File: src/rtl/cws_pkg.sv
package cws_pkg;

    typedef enum logic [2:0] {
        CS_IDLE,
        CS_SETTLE,
        CS_WINDOW,
        CS_HOLD,
        CS_REST
    } cyc_state_t;

    function automatic int unsigned umax(input int unsigned a, input int unsigned b);
        return (a > b) ? a : b;
    endfunction

endpackage

File: src/rtl/cws_tick_gen.sv
module cws_tick_gen #(
    parameter int unsigned DIV = 200
) (
    input  logic clk,
    input  logic rst_n,
    output logic tick
);
    localparam int unsigned DW = (DIV > 1) ? $clog2(DIV) : 1;

    logic [DW-1:0] cnt_q;

    assign tick = (cnt_q == DW'(DIV - 1));

    always_ff @(posedge clk or negedge rst_n) begin
        if (!rst_n) begin
            cnt_q <= '0;
        end else if (tick) begin
            cnt_q <= '0;
        end else begin
            cnt_q <= cnt_q + DW'(1);
        end
    end
endmodule

File: src/rtl/cws_level_filter.sv
module cws_level_filter #(
    parameter int unsigned HOLD_TICKS = 64
) (
    input  logic clk,
    input  logic rst_n,
    input  logic tick,
    input  logic active,
    input  logic lvl,
    input  logic cur,
    output logic accept
);
    localparam int unsigned CW = $clog2(HOLD_TICKS + 1);

    logic [CW-1:0] cnt_q;
    logic          differs;

    assign differs = active && (lvl != cur);
    assign accept  = differs && tick && (cnt_q == CW'(HOLD_TICKS - 1));

    always_ff @(posedge clk or negedge rst_n) begin
        if (!rst_n) begin
            cnt_q <= '0;
        end else if (!differs || accept) begin
            cnt_q <= '0;
        end else if (tick) begin
            cnt_q <= cnt_q + CW'(1);
        end
    end
endmodule

File: src/rtl/cws_cycle_seq.sv
module cws_cycle_seq
    import cws_pkg::*;
#(
    parameter int unsigned N           = 4,
    parameter int unsigned PCNT_W      = 22,
    parameter int unsigned T1_STEP     = 500000,
    parameter int unsigned T2_PERIOD   = 50000,
    parameter int unsigned ON_T1_SHORT = 10000,
    parameter int unsigned ON_T1_LONG  = 20000,
    parameter int unsigned ON_T2_SHORT = 100,
    parameter int unsigned ON_T2_LONG  = 1000,
    parameter int unsigned DLY_SHORT   = 80,
    parameter int unsigned DLY_LONG    = 800,
    parameter int unsigned FILT        = 16
) (
    input  logic         clk,
    input  logic         rst_n,
    input  logic         tick,
    input  logic         cyc_mode,
    input  logic         timer_sel,
    input  logic [2:0]   period_code,
    input  logic         on_long,
    input  logic         delay_long,
    input  logic [N-1:0] in_lvl,
    output logic         supply_on,
    output logic         eval,
    output logic         first_eval,
    output logic [N-1:0] samp_lvl,
    output logic [N-1:0] samp_ok
);
    cyc_state_t        state_q, state_d;
    logic [PCNT_W-1:0] pcnt_q, pcnt_d;
    logic [PCNT_W-1:0] period_t, on_t, dly_t, win_end;
    logic [N-1:0]      snap_q, unst_q;
    logic              ref_q;
    logic              snap_take, win_tick;

    // selected timing limits, all in ticks
    always_comb begin
        if (timer_sel) begin
            period_t = PCNT_W'(T2_PERIOD);
            on_t     = on_long ? PCNT_W'(ON_T2_LONG) : PCNT_W'(ON_T2_SHORT);
        end else begin
            period_t = PCNT_W'(T1_STEP) * PCNT_W'({1'b0, period_code} + 4'd1);
            on_t     = on_long ? PCNT_W'(ON_T1_LONG) : PCNT_W'(ON_T1_SHORT);
        end
        dly_t   = delay_long ? PCNT_W'(DLY_LONG) : PCNT_W'(DLY_SHORT);
        win_end = dly_t + PCNT_W'(FILT - 1);
    end

    // next-state logic
    always_comb begin
        state_d = state_q;
        pcnt_d  = pcnt_q;
        if (!cyc_mode) begin
            state_d = CS_IDLE;
            pcnt_d  = '0;
        end else begin
            unique case (state_q)
                CS_IDLE: begin
                    state_d = CS_SETTLE;
                    pcnt_d  = '0;
                end
                CS_SETTLE: if (tick) begin
                    pcnt_d = pcnt_q + PCNT_W'(1);
                    if (pcnt_q == dly_t - PCNT_W'(1)) state_d = CS_WINDOW;
                end
                CS_WINDOW: if (tick) begin
                    pcnt_d = pcnt_q + PCNT_W'(1);
                    if (pcnt_q == win_end) state_d = CS_HOLD;
                end
                CS_HOLD: if (tick) begin
                    pcnt_d = pcnt_q + PCNT_W'(1);
                    if (pcnt_q >= on_t - PCNT_W'(1)) state_d = CS_REST;
                end
                CS_REST: if (tick) begin
                    if (pcnt_q >= period_t - PCNT_W'(1)) begin
                        state_d = CS_SETTLE;
                        pcnt_d  = '0;
                    end else begin
                        pcnt_d = pcnt_q + PCNT_W'(1);
                    end
                end
                default: begin
                    state_d = CS_IDLE;
                    pcnt_d  = '0;
                end
            endcase
        end
    end

    // state register
    always_ff @(posedge clk or negedge rst_n) begin
        if (!rst_n) begin
            state_q <= CS_IDLE;
            pcnt_q  <= '0;
        end else begin
            state_q <= state_d;
            pcnt_q  <= pcnt_d;
        end
    end

    assign snap_take = cyc_mode && (state_q == CS_SETTLE) && tick && (pcnt_q == dly_t - PCNT_W'(1));
    assign win_tick  = (state_q == CS_WINDOW) && tick;

    // sample snapshot, instability mask and reference marker
    always_ff @(posedge clk or negedge rst_n) begin
        if (!rst_n) begin
            snap_q <= '0;
            unst_q <= '0;
            ref_q  <= 1'b0;
        end else begin
            if (snap_take) begin
                snap_q <= in_lvl;
                unst_q <= '0;
            end else if (win_tick) begin
                unst_q <= unst_q | (in_lvl ^ snap_q);
            end
            if (!cyc_mode)  ref_q <= 1'b0;
            else if (eval)  ref_q <= 1'b1;
        end
    end

    // outputs
    always_comb begin
        supply_on  = (state_q == CS_SETTLE) || (state_q == CS_WINDOW) || (state_q == CS_HOLD);
        eval       = cyc_mode && win_tick && (pcnt_q == win_end);
        first_eval = !ref_q;
        samp_lvl   = snap_q;
        samp_ok    = ~(unst_q | (in_lvl ^ snap_q));
    end
endmodule

File: src/rtl/cws_wake_sensor.sv
module cws_wake_sensor
    import cws_pkg::*;
#(
    parameter int unsigned N_IN              = 4,
    parameter int unsigned TICK_DIV          = 200,
    parameter int unsigned STATIC_FILT_TICKS = 64,
    parameter int unsigned CYC_FILT_TICKS    = 16,
    parameter int unsigned DLY_SHORT_TICKS   = 80,
    parameter int unsigned DLY_LONG_TICKS    = 800,
    parameter int unsigned T1_STEP_TICKS     = 500000,
    parameter int unsigned T2_PERIOD_TICKS   = 50000,
    parameter int unsigned ON_T1_SHORT       = 10000,
    parameter int unsigned ON_T1_LONG        = 20000,
    parameter int unsigned ON_T2_SHORT       = 100,
    parameter int unsigned ON_T2_LONG        = 1000
) (
    input  logic            clk,
    input  logic            rst_n,
    input  logic            mode_cyclic,
    input  logic            timer_sel,
    input  logic [2:0]      period_code,
    input  logic            on_long,
    input  logic            delay_long,
    input  logic [N_IN-1:0] wake_en,
    input  logic [N_IN-1:0] wake_in,
    input  logic            wake_ack,
    output logic            supply_on,
    output logic [N_IN-1:0] in_status,
    output logic            wake_pulse,
    output logic            wake_flag
);
    localparam int unsigned PCNT_MAX = umax(8 * T1_STEP_TICKS, T2_PERIOD_TICKS);
    localparam int unsigned PCNT_W   = $clog2(PCNT_MAX + 1);

    logic            tick;
    logic            eval, first_eval;
    logic [N_IN-1:0] samp_lvl, samp_ok, accept;
    logic [N_IN-1:0] status_q, status_d, wake_set;
    logic            pulse_q, flag_q;

    cws_tick_gen #(.DIV(TICK_DIV)) u_tick (
        .clk   (clk),
        .rst_n (rst_n),
        .tick  (tick)
    );

    for (genvar g = 0; g < N_IN; g++) begin : g_filt
        cws_level_filter #(.HOLD_TICKS(STATIC_FILT_TICKS)) u_filt (
            .clk    (clk),
            .rst_n  (rst_n),
            .tick   (tick),
            .active (!mode_cyclic),
            .lvl    (wake_in[g]),
            .cur    (status_q[g]),
            .accept (accept[g])
        );
    end

    cws_cycle_seq #(
        .N           (N_IN),
        .PCNT_W      (PCNT_W),
        .T1_STEP     (T1_STEP_TICKS),
        .T2_PERIOD   (T2_PERIOD_TICKS),
        .ON_T1_SHORT (ON_T1_SHORT),
        .ON_T1_LONG  (ON_T1_LONG),
        .ON_T2_SHORT (ON_T2_SHORT),
        .ON_T2_LONG  (ON_T2_LONG),
        .DLY_SHORT   (DLY_SHORT_TICKS),
        .DLY_LONG    (DLY_LONG_TICKS),
        .FILT        (CYC_FILT_TICKS)
    ) u_seq (
        .clk         (clk),
        .rst_n       (rst_n),
        .tick        (tick),
        .cyc_mode    (mode_cyclic),
        .timer_sel   (timer_sel),
        .period_code (period_code),
        .on_long     (on_long),
        .delay_long  (delay_long),
        .in_lvl      (wake_in),
        .supply_on   (supply_on),
        .eval        (eval),
        .first_eval  (first_eval),
        .samp_lvl    (samp_lvl),
        .samp_ok     (samp_ok)
    );

    // status update and wake decision
    always_comb begin
        status_d = status_q;
        wake_set = '0;
        if (eval) begin
            for (int i = 0; i < N_IN; i++) begin
                if (samp_ok[i]) begin
                    status_d[i] = samp_lvl[i];
                    if (!first_eval && (samp_lvl[i] != status_q[i])) wake_set[i] = wake_en[i];
                end
            end
        end else begin
            for (int i = 0; i < N_IN; i++) begin
                if (accept[i]) begin
                    status_d[i] = wake_in[i];
                    wake_set[i] = wake_en[i];
                end
            end
        end
    end

    always_ff @(posedge clk or negedge rst_n) begin
        if (!rst_n) begin
            status_q <= '0;
            pulse_q  <= 1'b0;
            flag_q   <= 1'b0;
        end else begin
            status_q <= status_d;
            pulse_q  <= |wake_set;
            flag_q   <= (|wake_set) || (flag_q && !wake_ack);
        end
    end

    assign in_status  = status_q;
    assign wake_pulse = pulse_q;
    assign wake_flag  = flag_q;
endmodule

File: config.mk
export PLATFORM = sky130hd
export DESIGN_NAME = cws_wake_sensor
export DESIGN_NICKNAME = d
export VERILOG_FILES = /design/src/rtl/cws_pkg.sv /design/src/rtl/cws_tick_gen.sv /design/src/rtl/cws_level_filter.sv /design/src/rtl/cws_cycle_seq.sv /design/src/rtl/cws_wake_sensor.sv
export SDC_FILE = /design/constraint.sdc
export NUM_CORES = 1
export LEC_CHECK = 0
export BUFFER_PORTS_ARGS = -buffer_cell sky130_fd_sc_hd__buf_2
export CELL_PAD_IN_SITES_DETAIL_PLACEMENT = 0
export CELL_PAD_IN_SITES_GLOBAL_PLACEMENT = 1
export CORE_ASPECT_RATIO = 1.4
export CORE_MARGIN = 2
export CORE_UTILIZATION = 45
export CTS_CLUSTER_DIAMETER = 100
export DETAILED_ROUTE_END_ITERATION = 10
export HOLD_SLACK_MARGIN = 0.15
export PLACE_DENSITY_LB_ADDON = 0.1
export SYNTH_ARGS = -nofsm -noshare
export SYNTH_HDL_FRONTEND = slang
export SYNTH_SLANG_ARGS = --single-unit
File: constraint.sdc
create_clock -name clk -period 3.2 [get_ports clk]
set_input_delay 0.16 -clock clk [delete_from_list [all_inputs] [get_ports clk]]
set_output_delay 0.16 -clock clk [all_outputs]
set_load 0.02 [all_outputs]
Yosys cells after proc, flatten, opt, wreduce, memory -nomap -nowiden
Cells that the tools add are included.
Operators by class
  magnitude comparators: 2
  $mul: 1
  mux-type cells: 55
  reductions and logical operators: 54
  $add $sub $neg: 11
  equal/unequal tests: 33
  bitwise logic cells: 3
Operator list (count)
  $mux W22: 6
  $sub A22 B1 Y22 const B: 3
  $mux W7: 8
  $eq A22 B22 Y1: 2
  $ge A22 B22 Y1: 2
  $pmux W22 S2: 1
  $add A7 B1 Y7 const B: 4
  $eq A7 B6 Y1 const B: 4
  $mux W3: 9
  $logic_and A1 B1 Y1: 23
  $add A22 B1 Y22 const B: 1
  $add A22 B4 Y22 const B: 1
  $mul A14 B22 Y17 const A: 1
  $mux W1: 22
  $mux W10: 2
  $reduce_bool A2 Y1: 9
  $mux W4: 4
  $mux W15: 1
  $ne A3 B2 Y1 const B: 5
  $pmux W3 S5: 1
  $ne A3 B3 Y1 const B: 4
  $ne A2 B1 Y1 const B: 5
  $reduce_and A2 Y1: 5
  $add A8 B1 Y8 const B: 1
  other kinds (16): 35
Word-level totals
  logic and storage cells: 175
  bits in registers: 76
  output and inout bits: 7
  input port bits: 18

Longest topological paths before layout
Gate-level depths: netlist of the first run.
  depth in word-level cells: 9
  gate-level depth with buffers: 20

Modules after synthesis
From an unflattened synthesis of the first run, not the netlist that was laid out.
Second synthesis, totals
  cell total of the unflattened synthesis: 675
  area total of the unflattened synthesis: 6427.4 um2
By module, submodules not included
  cws_cycle_seq: area each 3616.0 um2, times used 1, cells each 413
  cws_level_filter: area each 509.2 um2, times used 4, cells each 47
  cws_tick_gen: area each 390.4 um2, times used 1, cells each 33
  cws_wake_sensor: area each 384.1 um2, times used 1, cells each 41

Least setup slack after synthesis of the first run
OpenSTA, ideal clock, no wires.
  path type: input to register
  start: input port period_code[0]
  end: register u_seq.pcnt_q[7]
  setup time: 0.076 ns
  stages: 20
  path buffers: 1
  arrival time: 3.775 ns
  path slack: -0.652 ns
  path through: inv_1 > ha_1 > inv_1 > ha_1 > xnor2_1 > ha_1 > xor2_1 > xnor2_1 > xnor2_1 > xnor2_1 > nand2_1 > ha_1 > a21oi_1 > o21a_1 > o2bb2ai_1 > or4b_4 > a211oi_4 > buf_6 > nand2_1 > o21ai_1
Between the ends
  word-level cells in the longest chain between the ends: 9
RTL lines
  from (decl): line cws_wake_sensor.sv:21  | input logic [2:0] period_code,
  $add A3 B1 Y4: line cws_cycle_seq.sv:44  | period_t = PCNT_W'(T1_STEP) * PCNT_W'({1'b0, period_code} + 4'd1);
  $mul A14 B22 Y17: line cws_cycle_seq.sv:44
  $mux W22: line cws_cycle_seq.sv:40  | if (timer_sel) begin
  $sub A22 B1 Y22: line cws_cycle_seq.sv:77  | if (pcnt_q >= period_t - PCNT_W'(1)) begin
  $ge A22 B22 Y1: line cws_cycle_seq.sv:77
  $mux W22: line cws_cycle_seq.sv:77
  $mux W22: line cws_cycle_seq.sv:76  | CS_REST: if (tick) begin
  $pmux W22 S2: line cws_cycle_seq.sv:59  | unique case (state_q)
  $mux W22: line cws_cycle_seq.sv:55  | if (!cyc_mode) begin
  to (signal assigned): line cws_cycle_seq.sv:99  | pcnt_q <= pcnt_d;
  to (decl): line cws_cycle_seq.sv:32  | logic [PCNT_W-1:0] pcnt_q, pcnt_d;
Every way passes these cells. The select of a mux whose other input is x is not followed.
A chain may end at the register's enable or synchronous reset.

Final worst setup path of the first run
  start: input port period_code[0]
  end: register u_seq.state_q[1]
Between the ends
  word-level cells in the longest chain between the ends: 7
RTL lines
  $add A3 B1 Y4: line cws_cycle_seq.sv:44
  $mul A14 B22 Y17: line cws_cycle_seq.sv:44
  $mux W22: line cws_cycle_seq.sv:40
  $sub A22 B1 Y22: line cws_cycle_seq.sv:77
  $ge A22 B22 Y1: line cws_cycle_seq.sv:77
  $ne A3 B2 Y1 (no line)
  $reduce_and A8 Y1 (no line)
  to (signal assigned): line cws_cycle_seq.sv:98  | state_q <= state_d;
  to (decl): line cws_cycle_seq.sv:31  | cyc_state_t state_q, state_d;
Every way passes these cells.

==> results.cfg, run 1 <==
[clock_network]
cts_buffer_depth = 2
cts_tree = built
path_clk_slew_ns = 0.06
clk_latency_ns = 0.34
clock_sinks = 76
root_buffer = clkbuf_16
cts_buffers = 9
cts_max_level = 3

[critical_path]
regToRegSetupSlack_ns = 0.22
worst-path-max-fanout = 8
worstSetupPathType = input port to flop
startpoint_type = input port
rr_startpoint = u_seq.pcnt_q[17]$_DFFE_PN0P_
required_ns = 3.42
cp-startpoint = period_code[0]
endpoint_kind = flop
critPathArrivalTime_ns = 3.65

[routing]
ant_nets = 0
vias = 4873
drtIter0Drc = 181
drcViolationCount = 0
totalWireLength_um = 14400
wl_per_cell_um = 17.2
first_pass_iters = 4
viasPerCell = 5.83

[synth]
synth-warning-count = 0
syn_area_sq_um = 5460
ys_ff_latch = 76
netlist_instances = 623
synth-edff-count = 0
synth.avg_cell_area_sq_um = 8.76
synth_flop_cell = dfrtp_1
ys_seq_area_share_pct = 34.8
async_reset_ff_share_pct = 100
synth_cell_type_count = 61

[power_and_ir_drop]
leakage_nw = 2.94
clkPwrFrac_pct = 39.1
pwr-share-comb_pct = 25.1
swShare_pct = 29.5
internal_power_mw = 2.01
seqPwrFrac_pct = 35.8
switchingPower_mw = 0.839
ir_worst_vdd_mv = 0.367
power.density_nw_per_um2 = 436

[global_route]
grt_pass1_vias = 4978
overflow = 0
grt_start_max_net_pins = 77
grt_pass1_wl_um = 24200
grt_use_total_pct = 23.1
antenna_found_initial = 0

[die]
io_pins = 25
num_rows = 47
die-area_sq_um = 13000
core_sq_um = 11800
initial_core_util_pct = 46.2
fp.dieH_um = 134
dieWidth_um = 97.1

[timing]
fmax_ghz = 0.291
clock_skew_ns = 0.00970
hold_viol = 0
slew_viol_final = 0
period_share_pct = 107
min_period_ns = 3.43
worst_slew_pin_slew_ns = 1.01
timing.hold.ws_ns = 0.168
setup_slack_ns = -0.232
rsz0062_at_grt = true
setup_violations = 25
final.setup.tns_ns = -3.92
relSlewSlack_pct = 32.4

[worst_hold_path]
hold_class = input port to flop
min_from = wake_in[2]

[cells_and_area]
finalNetCount = 757
syn2layout_area_growth_pct = 19.5
final_cell_mix = dfrtp_1, nand2_1, ha_1, nor2_1, buf_4
layout_commonest_cell = dfrtp_1
drive_gt1_share_pct = 17.9
diodes = 0

[placed_design]
routabilityCongestion = 0.800
dp_hpwl_um = 10500
port_buffers = 24

[outcome]
violations = setup timing
outcome = complete, but fails checks

[job]
cap_violations = 0
-- power by group through the flow --
stage	Sequential (mW)	Combinational, mW	Clock (mW)
finish	1.02	0.714	1.11
global route	1.03	0.795	1.18
CTS	1.02	0.701	1.14
detailed placement	1.04	0.650	0
global placement	1.04	0.638	0
floorplan	1.03	0.428	0
-- repair_timing --
action                                  in CTS  in global routing
hold buffers                                 4                  0
endpoints found under the setup margin      25                 26
cloned                                       0                  0
resized for setup                           20                  6
hold endpoints to repair                    78                  0
setup buffers                                4                  1
pin swaps                                   19                  2
-- per-layer routing --
metal | part of all wire (%) | vias up | wire length [um] | global-route usage, %
met3 | 2.3 | 21 | 324 | 4.06
met1 | 38 | 2406 | 5520 | 24.6
met5 | 0 | - | 0 | 0
met2 | 57 | 63 | 8140 | 44.5
met4 | 2.6 | 0 | 373 | 9.55
li1 | - | 2383 | - | -
-- flip-flops by register name (all words and copies together) (netlist names) --
name,count
u_seq.unst_q,4
u_tick.cnt_q,8
u_seq.pcnt_q,22
in_status,4
wake_pulse,1
u_seq.state_q,3
u_seq.samp_lvl,4
u_seq.ref_q,1
g_filt.u_filt.cnt_q,28
wake_flag,1
-- final cells by class --
cell class / instances / area, sq um
fillers: 1128 / 5290
multi-input cells: 505 / 3500
clock inverters: 6 / 86.3
flip-flops and latches: 76 / 1900
clock buffers: 10 / 239
inverters: 19 / 86.3
well taps: 147 / 184
repair buffers: 73 / 533
-- worst max-delay path: stages --
cell,delay (ns)
buf_12,0.10
inv_12,0.03
ha_4,0.26
inv_4,0.04
ha_4,0.26
xnor2_2,0.10
ha_2,0.21
xor2_2,0.18
xnor2_1,0.15
xnor2_1,0.16
xnor2_1,0.14
nand2_1,0.10
ha_4,0.24
nand4_1,0.11
nor2_1,0.05
o2bb2ai_1,0.12
or4b_4,0.58
buf_6,0.18
nor2_4,0.11
nor2_2,0.05
mux2_4,0.31
-- kinds of logic after synthesis --
kind of cell / synth area share [%]
multiplexers: 3.07
other: 0.138
AND/OR/NAND/NOR: 23.2
XOR/XNOR: 6.42
buffers and inverters: 3.64
AO/OA/AOI/OAI: 16.1
adder cells (fa/ha/maj): 12.6
flip-flops: 34.8
-- cells in the mapped netlist (3+ instances only) --
cell type   n  area (sq um)
inv_1      19          71.3
and3_1      7          43.8
nand3b_1    5          37.5
ha_1       55           688
or3_1       5          31.3
o22ai_1     4          25.0
a21oi_1    44           220
o211ai_1    4          30.0
or4_1       4          30.0
and2_1      3          18.8
nand3_1    38           190
a2111oi_0   3          26.3
or2_2       7          43.8
o21ai_1     5          25.0
mux2i_1    10           100
mux2_2      6          67.6
nand4_1    19           119
xor2_1     21           184
a32o_1      4          40.0
nor3_1     10          50.1
a21o_1      7          52.6
nor2_1     53           199
xnor2_1    19           166
buf_2       3          15.0
o21ai_0    32           160
buf_4       4          30.0
a22o_1      3          26.3
clkbuf_1   19          71.3
a211oi_1   10          75.1
nand2b_1    9          56.3
nor4_1      9          56.3
dfrtp_1    76          1900
nand2_1    64           240
-- path summary, 6_finish.rpt --
kind	cells past startpoint	endpoint
worst max-delay path	21	u_seq.state_q[1]$_DFFE_PN0P_
worst min-delay path	2	u_seq.samp_lvl[2]$_DFFE_PN0P_
worst max register to register	8	wake_pulse$_DFF_PN0_
worst min register to register	1	u_tick.cnt_q[0]$_DFF_PN0_
max in group asynchronous	2	g_filt[1].u_filt.cnt_q[4]$_DFFE_PN0P_
min in group asynchronous	2	u_seq.samp_lvl[3]$_DFFE_PN0P_
-- per-stage QoR --
step	power (mW)	setup WS [ns]	cells	cell area [sq um]	utilization (%)
after detailed placement	1.69	-0.787	811	6030	51.0
after floorplan	1.46	-0.427	627	5550	-
after global placement	1.67	-0.705	811	6030	51.0
final	2.84	-0.232	836	6530	55.2
after global routing	3.00	-0.406	836	6530	55.2
after CTS	2.86	-0.226	835	6500	55.0
Power figures use the tool's default switching activity.
==> inputs of run 2 (changes only) <==
Settings changed: ABC_AREA set to 1.
==> results.cfg, run 2 <==
[outcome]
outcome = finished clean

[timing]
min_period_ns = 2.87
setup_violations = 0
worst_slew_pin_slew_ns = 0.993
fmax_ghz = 0.348
final.setup.tns_ns = 0
period_share_pct = 89.8
clock_skew_ns = 0.00748
slew_viol_final = 0
relSlewSlack_pct = 33.8
hold_viol = 0
rsz0062_at_grt = false

[clock_network]
clk_latency_ns = 0.34
cts_tree = built
cts_resized = 0
clock_sinks = 76
cts_buffer_depth = 2
cts_buffers = 9
root_buffer = clkbuf_16
path_clk_slew_ns = 0.06
cts_max_level = 3
cts_setup_buffers = 0

[synth]
synth.most_common_cell = nand2_1
yosys.area.top_type = dfrtp_1
ys_ff_latch = 76
netlist_instances = 839
synth_cell_type_count = 41
synth_flop_cell = dfrtp_1
synth_area_leaders = dfrtp_1, nand2_1, ha_1
ys_seq_area_share_pct = 31.3
synth.avg_cell_area_sq_um = 7.24
synth-edff-count = 0
syn_area_sq_um = 6070
yosys-top-cells-count = nand2_1, inv_1, nor2_1
async_reset_ff_share_pct = 100
synth_top_area_share_pct = 31.3
synth-warning-count = 0

[global_route]
grt_use_total_pct = 22.3
grt_pass1_wl_um = 25000
grt_start_max_net_pins = 77
antenna_found_initial = 0
overflow = 0
grt_pass1_vias = 5307

[critical_path]
worstSetupPathType = input port to flop
rr_startpoint = u_tick.cnt_q[0]$_DFF_PN0_
endpoint_kind = flop
crit_chain = buf_2 > inv_2 > ha_1 > inv_1 > ha_1 > xnor2_1 > ha_1 > xnor2_1 > xnor2_1 > nor2_1 > xnor2_1 > ha_1 > nand2_1 > inv_1 > nand2_1 > a21oi_1 > nor2_1 > nand3_1 > nand2_2 > nand2_1 > buf_4 > o21ai_0
critPathArrivalTime_ns = 3.13
cpPeakStageDelay_ns = 0.30
worst-path-max-fanout = 8
reg2reg_depth = 10
required_ns = 3.46
startpoint_type = input port
cp-startpoint = period_code[0]
critPathSlowestCell = ha_1

[die]
num_rows = 50
dieWidth_um = 102
fp.dieH_um = 141
die-area_sq_um = 14400
io_pins = 25
core_sq_um = 13300
initial_core_util_pct = 45.8

[routing]
wl_per_cell_um = 14.2
drtIter0Drc = 233
totalWireLength_um = 15100
viasPerCell = 5.07
vias = 5409
ant_nets = 0
drcViolationCount = 0
first_pass_iters = 5

[cells_and_area]
multiInputGateArea_sq_um = 3620
largest_reg_flops = 28
seqCellArea_sq_um = 1900
drive_gt1_share_pct = 11.3
nFillCells = 1325
finalNetCount = 953
layout_commonest_cell = nand2_1
top_regs = g_filt.u_filt.cnt_q (28), u_seq.pcnt_q (22), u_tick.cnt_q (8)
diodes = 0
fin_area_sq_um = 6800
final_cell_mix = nand2_1, inv_1, nor2_1, dfrtp_1
max_flop_register = g_filt.u_filt.cnt_q
syn2layout_area_growth_pct = 11.9

[worst_hold_path]
hold_depth = 5
hold_class = input port to flop
min_from = wake_en[2]

[power_and_ir_drop]
power.density_nw_per_um2 = 385
leakage_nw = 3.30
ir_worst_vdd_mv = 0.419

[placed_design]
routabilityCongestion = 0.870
dp_hpwl_um = 11900
placedInstanceArea_sq_um = 6400
port_buffers = 24

[job]
cap_violations = 0
==> run 2: changes by cell type after synthesis, sizes merged, moves of 9 or more <==
cell	before	now
o21ai	37	26
inv	19	119
nand3	38	59
clkbuf	19	1
nand2	64	190
nand2b	9	0
nor3	12	43
nor2	53	124
mux2i	10	0
==> run 2: power breakdown <==
part           internal (mW)  total [mW]  switching [mW]
clock                  0.707        1.12           0.410
combinational          0.159       0.496           0.338
sequential             0.977        1.00          0.0237
==> run 2: per-stage QoR <==
| step | total power [mW] | hold WS (ns) | worst slack [ns] | util (%) | std cells |
|---|---|---|---|---|---|
| 6_report | 2.61 | 0.198 | 0.326 | 51.2 | 1067 |
| 3_5_place_dp | 1.52 | 0.389 | -0.0221 | 48.2 | 1044 |
| 4_1_cts | 2.65 | 0.177 | 0.326 | 51.2 | 1067 |
| 3_3_place_gp | 1.51 | 0.370 | 0.0452 | 48.2 | 1044 |
| 5_1_grt | 2.75 | 0.224 | 0.0288 | 51.2 | 1067 |
| 2_1_floorplan | 1.36 | -0.136 | 0.288 | - | 843 |
==> run 2: final cells by class <==
cell class / instances / area share, %
clock inverters: 5 / 1.23
inverters: 120 / 6.63
multi-input cells: 632 / 53.3
clock buffers: 11 / 3.57
flip-flops and latches: 76 / 28.0
repair buffers: 41 / 3.94
well taps: 182 / 3.35
==> run 2: repair_timing <==
item,in CTS,in global routing
hold endpoints to repair,81,0
setup endpoints to repair,0,0
hold buffers,7,0
==> run 2: final timing paths <==
kind	slack, ns	to
worst min-delay path	0.20	wake_pulse$_DFF_PN0_
worst max-delay path	0.33	u_seq.pcnt_q[18]$_DFFE_PN0P_
max in group asynchronous	2.02	g_filt[1].u_filt.cnt_q[6]$_DFFE_PN0P_
worst min register to register	0.47	u_tick.cnt_q[0]$_DFF_PN0_
min in group asynchronous	0.53	g_filt[3].u_filt.cnt_q[4]$_DFFE_PN0P_
worst max register to register	0.52	wake_flag$_DFF_PN0_
==> run 2: kinds of logic (layout without fill, tap and decap cells) <==
group                    Yosys count  count (layout)  share of synthesized area (%)
AO/OA/AOI/OAI                     85              85                           8.06
adder cells (fa/ha/maj)           55              55                           11.3
XOR/XNOR                          39              39                           5.63
buffers and inverters            135             177                           9.27
other                              2               6                          0.124
flip-flops                        76              76                           31.3
AND/OR/NAND/NOR                  447             447                           34.3
==> run 2: per-layer routing <==
layer	vias up	share of wire [%]	routed length, um	GRT usage (%)
met2	66	54	8150	42.0
met1	2518	42	6340	24.8
met5	-	0	0	0
met3	22	1.8	269	3.25
li1	2803	-	-	-
met4	0	2.5	382	8.28
==> run 2: critical path, delay by kind of cell <==
family,cells,cell delay [ns]
adder cells (fa/ha/maj),4,1.07
AND/OR/NAND/NOR,7,0.66
buffers and inverters,5,0.43
XOR/XNOR,4,0.60
AO/OA/AOI/OAI,2,0.21
==> inputs of run 3 (changes only) <==
Settings changed: ABC_AREA 1 to unset, CORE_UTILIZATION 45 to 43.
Clock period 3.2 ns to 2.5 ns, I/O delays scaled along.
==> results.cfg, run 3 (synthesis results as in run 1) <==
[outcome]
outcome = complete, but fails checks
violations = setup timing

[global_route]
antenna_found_initial = 0
overflow = 0
grt_use_total_pct = 23.4
grt_pass1_vias = 5348
grt_pass1_wl_um = 25200
grt_start_max_net_pins = 51

[worst_hold_path]
min_from = wake_en[2]
hold_depth = 3
min_to = wake_pulse$_DFF_PN0_
hold_class = input port to flop

[critical_path]
crit_family = simple AND/OR/NAND/NOR gates
critPathArrivalTime_ns = 3.72
worst-path-max-fanout = 10
cp_num_buf_inv = 4
startpoint_type = input port
reg2reg_depth = 9
rr_startpoint = u_seq.pcnt_q[21]$_DFFE_PN0P_
worstSetupPathType = input port to flop
endpoint_kind = flop
required_ns = 2.76
worstReg2RegEnd = u_seq.pcnt_q[6]$_DFFE_PN0P_
critPathSlowestCell = or4b_4
cpPeakStageDelay_ns = 0.59
regToRegSetupSlack_ns = -0.40
crit_chain = buf_12 > inv_12 > ha_4 > inv_4 > ha_4 > xnor2_2 > ha_2 > xor2_1 > xnor2_1 > xnor2_1 > xnor2_1 > nand2_1 > ha_4 > nand4_1 > nor2_1 > o2bb2ai_2 > or4b_4 > a211oi_4 > buf_6 > nand2_1 > o21ai_1

[timing]
clock_skew_ns = 0.00626
fmax_ghz = 0.289
setup_violations = 25
relSlewSlack_pct = 59.1
min_period_ns = 3.46
slew_viol_final = 0
rsz0062_at_grt = true
period_share_pct = 138
worst_slew_pin_slew_ns = 0.597
hold_viol = 0
setup_slack_ns = -0.960

[cells_and_area]
top_regs = g_filt.u_filt.cnt_q (28), u_seq.pcnt_q (22), u_tick.cnt_q (8)
fin_area_sq_um = 7020
fin_util_pct = 56.8
diodes = 0
final_cell_mix = buf_4, dfrtp_1, nand2_1, nor2_1, ha_1
max_flop_register = g_filt.u_filt.cnt_q
nFillCells = 1172
final_cells = 897
layout_commonest_cell = buf_4
syn2layout_area_growth_pct = 28.6
finalNetCount = 815
drive_gt1_share_pct = 24.6
largest_reg_flops = 28

[die]
num_rows = 48
io_pins = 25
initial_core_util_pct = 44.1
fp.dieH_um = 137
dieWidth_um = 99.2
die-area_sq_um = 13600
core_sq_um = 12400

[placed_design]
place_ws_ns = -1.47
dp_hpwl_um = 11600
routabilityCongestion = 0.863
place_inst = 867
port_buffers = 24
placedInstanceArea_sq_um = 6440

[routing]
ant_nets = 0
totalWireLength_um = 15100
first_pass_iters = 4
wl_per_cell_um = 16.9
drtIter0Drc = 188
drcViolationCount = 0
vias = 5028
viasPerCell = 5.61

[clock_network]
clk_latency_ns = 0.34
root_buffer = clkbuf_16
cts_buffers = 9
clock_sinks = 76
cts_buffer_depth = 2
cts_max_level = 3
cts_tree = built
path_clk_slew_ns = 0.06

[power_and_ir_drop]
leakage_nw = 3.25
ir_worst_vdd_mv = 0.346
power.density_nw_per_um2 = 514

[job]
cap_violations = 0
[run 3: changes by cell type in the layout (fill, tap and decap cells not counted), sizes merged, moves of 9 or more]
cell,delta
nand2,-126
inv,-100
buf,+88
nor2,-71
nor3,-31
nand3,-21
o21ai,+11
mux2i,+10
nand2b,+9
[run 3: report_power, final]
part	internal [mW]	switching, mW	total, mW
combinational	0.436	0.537	0.973
sequential	1.26	0.0243	1.28
clock	0.829	0.524	1.35
[run 3: worst max-delay path by stage]
stage / slack [ns] / cells past startpoint / endpoint / start
finish: -0.96 / 21 / u_seq.pcnt_q[6]$_DFFE_PN0P_ / period_code[0]
global route: -1.16 / 21 / u_seq.pcnt_q[20]$_DFFE_PN0P_ / period_code[0]
CTS: -0.96 / 21 / u_seq.pcnt_q[6]$_DFFE_PN0P_ / period_code[0]
detailed placement: -1.47 / 18 / u_seq.pcnt_q[13]$_DFFE_PN0P_ / period_code[0]
global placement: -1.39 / 21 / u_seq.pcnt_q[4]$_DFFE_PN0P_ / period_code[0]
floorplan: -1.09 / 20 / u_seq.pcnt_q[7]$_DFFE_PN0P_ / period_code[0]
[run 3: area by class of cell]
type	instances	area, sq um	share of cell area (%)
well taps	150	188	2.67
clock inverters	5	58.8	0.837
inverters	19	86.3	1.23
repair buffers	131	992	14.1
flip-flops and latches	76	1900	27.1
multi-input cells	505	3540	50.4
clock buffers	11	253	3.60
[run 3: per-stage QoR]
step	power (mW)	hold slack, ns	setup TNS (ns)
after global routing	3.79	0.220	-27.45
after global placement	2.19	0.0650	-33.26
after detailed placement	2.21	0.0722	-35.23
after CTS	3.62	0.176	-22.83
final	3.61	0.180	-22.81
after floorplan	1.86	-0.171	-25.04
[run 3: tightest hold or removal path: cells and delay by family]
| kind | cells | cell delay, ns |
|---|---|---|
| AOI/OAI and AO/OA | 1 | 0.15 |
| buffers and inverters | 2 | 0.16 |
[run 3: layer usage]
layer / part of all wire [%] / vias up / GRT usage, %
li1: - / 2498 / -
met4: 4.2 / 0 / 13.9
met5: 0 / - / 0
met2: 56 / 84 / 44.9
met3: 1.8 / 40 / 2.38
met1: 38 / 2406 / 24.2
[run 3: repair_timing]
action	4_1_cts	5_1_grt
gates resized for setup	19	16
hold endpoints to repair	82	0
buffers inserted	2	1
pin swaps	13	7
cloned	1	1
setup endpoints to repair	27	36
hold buffers	9	0
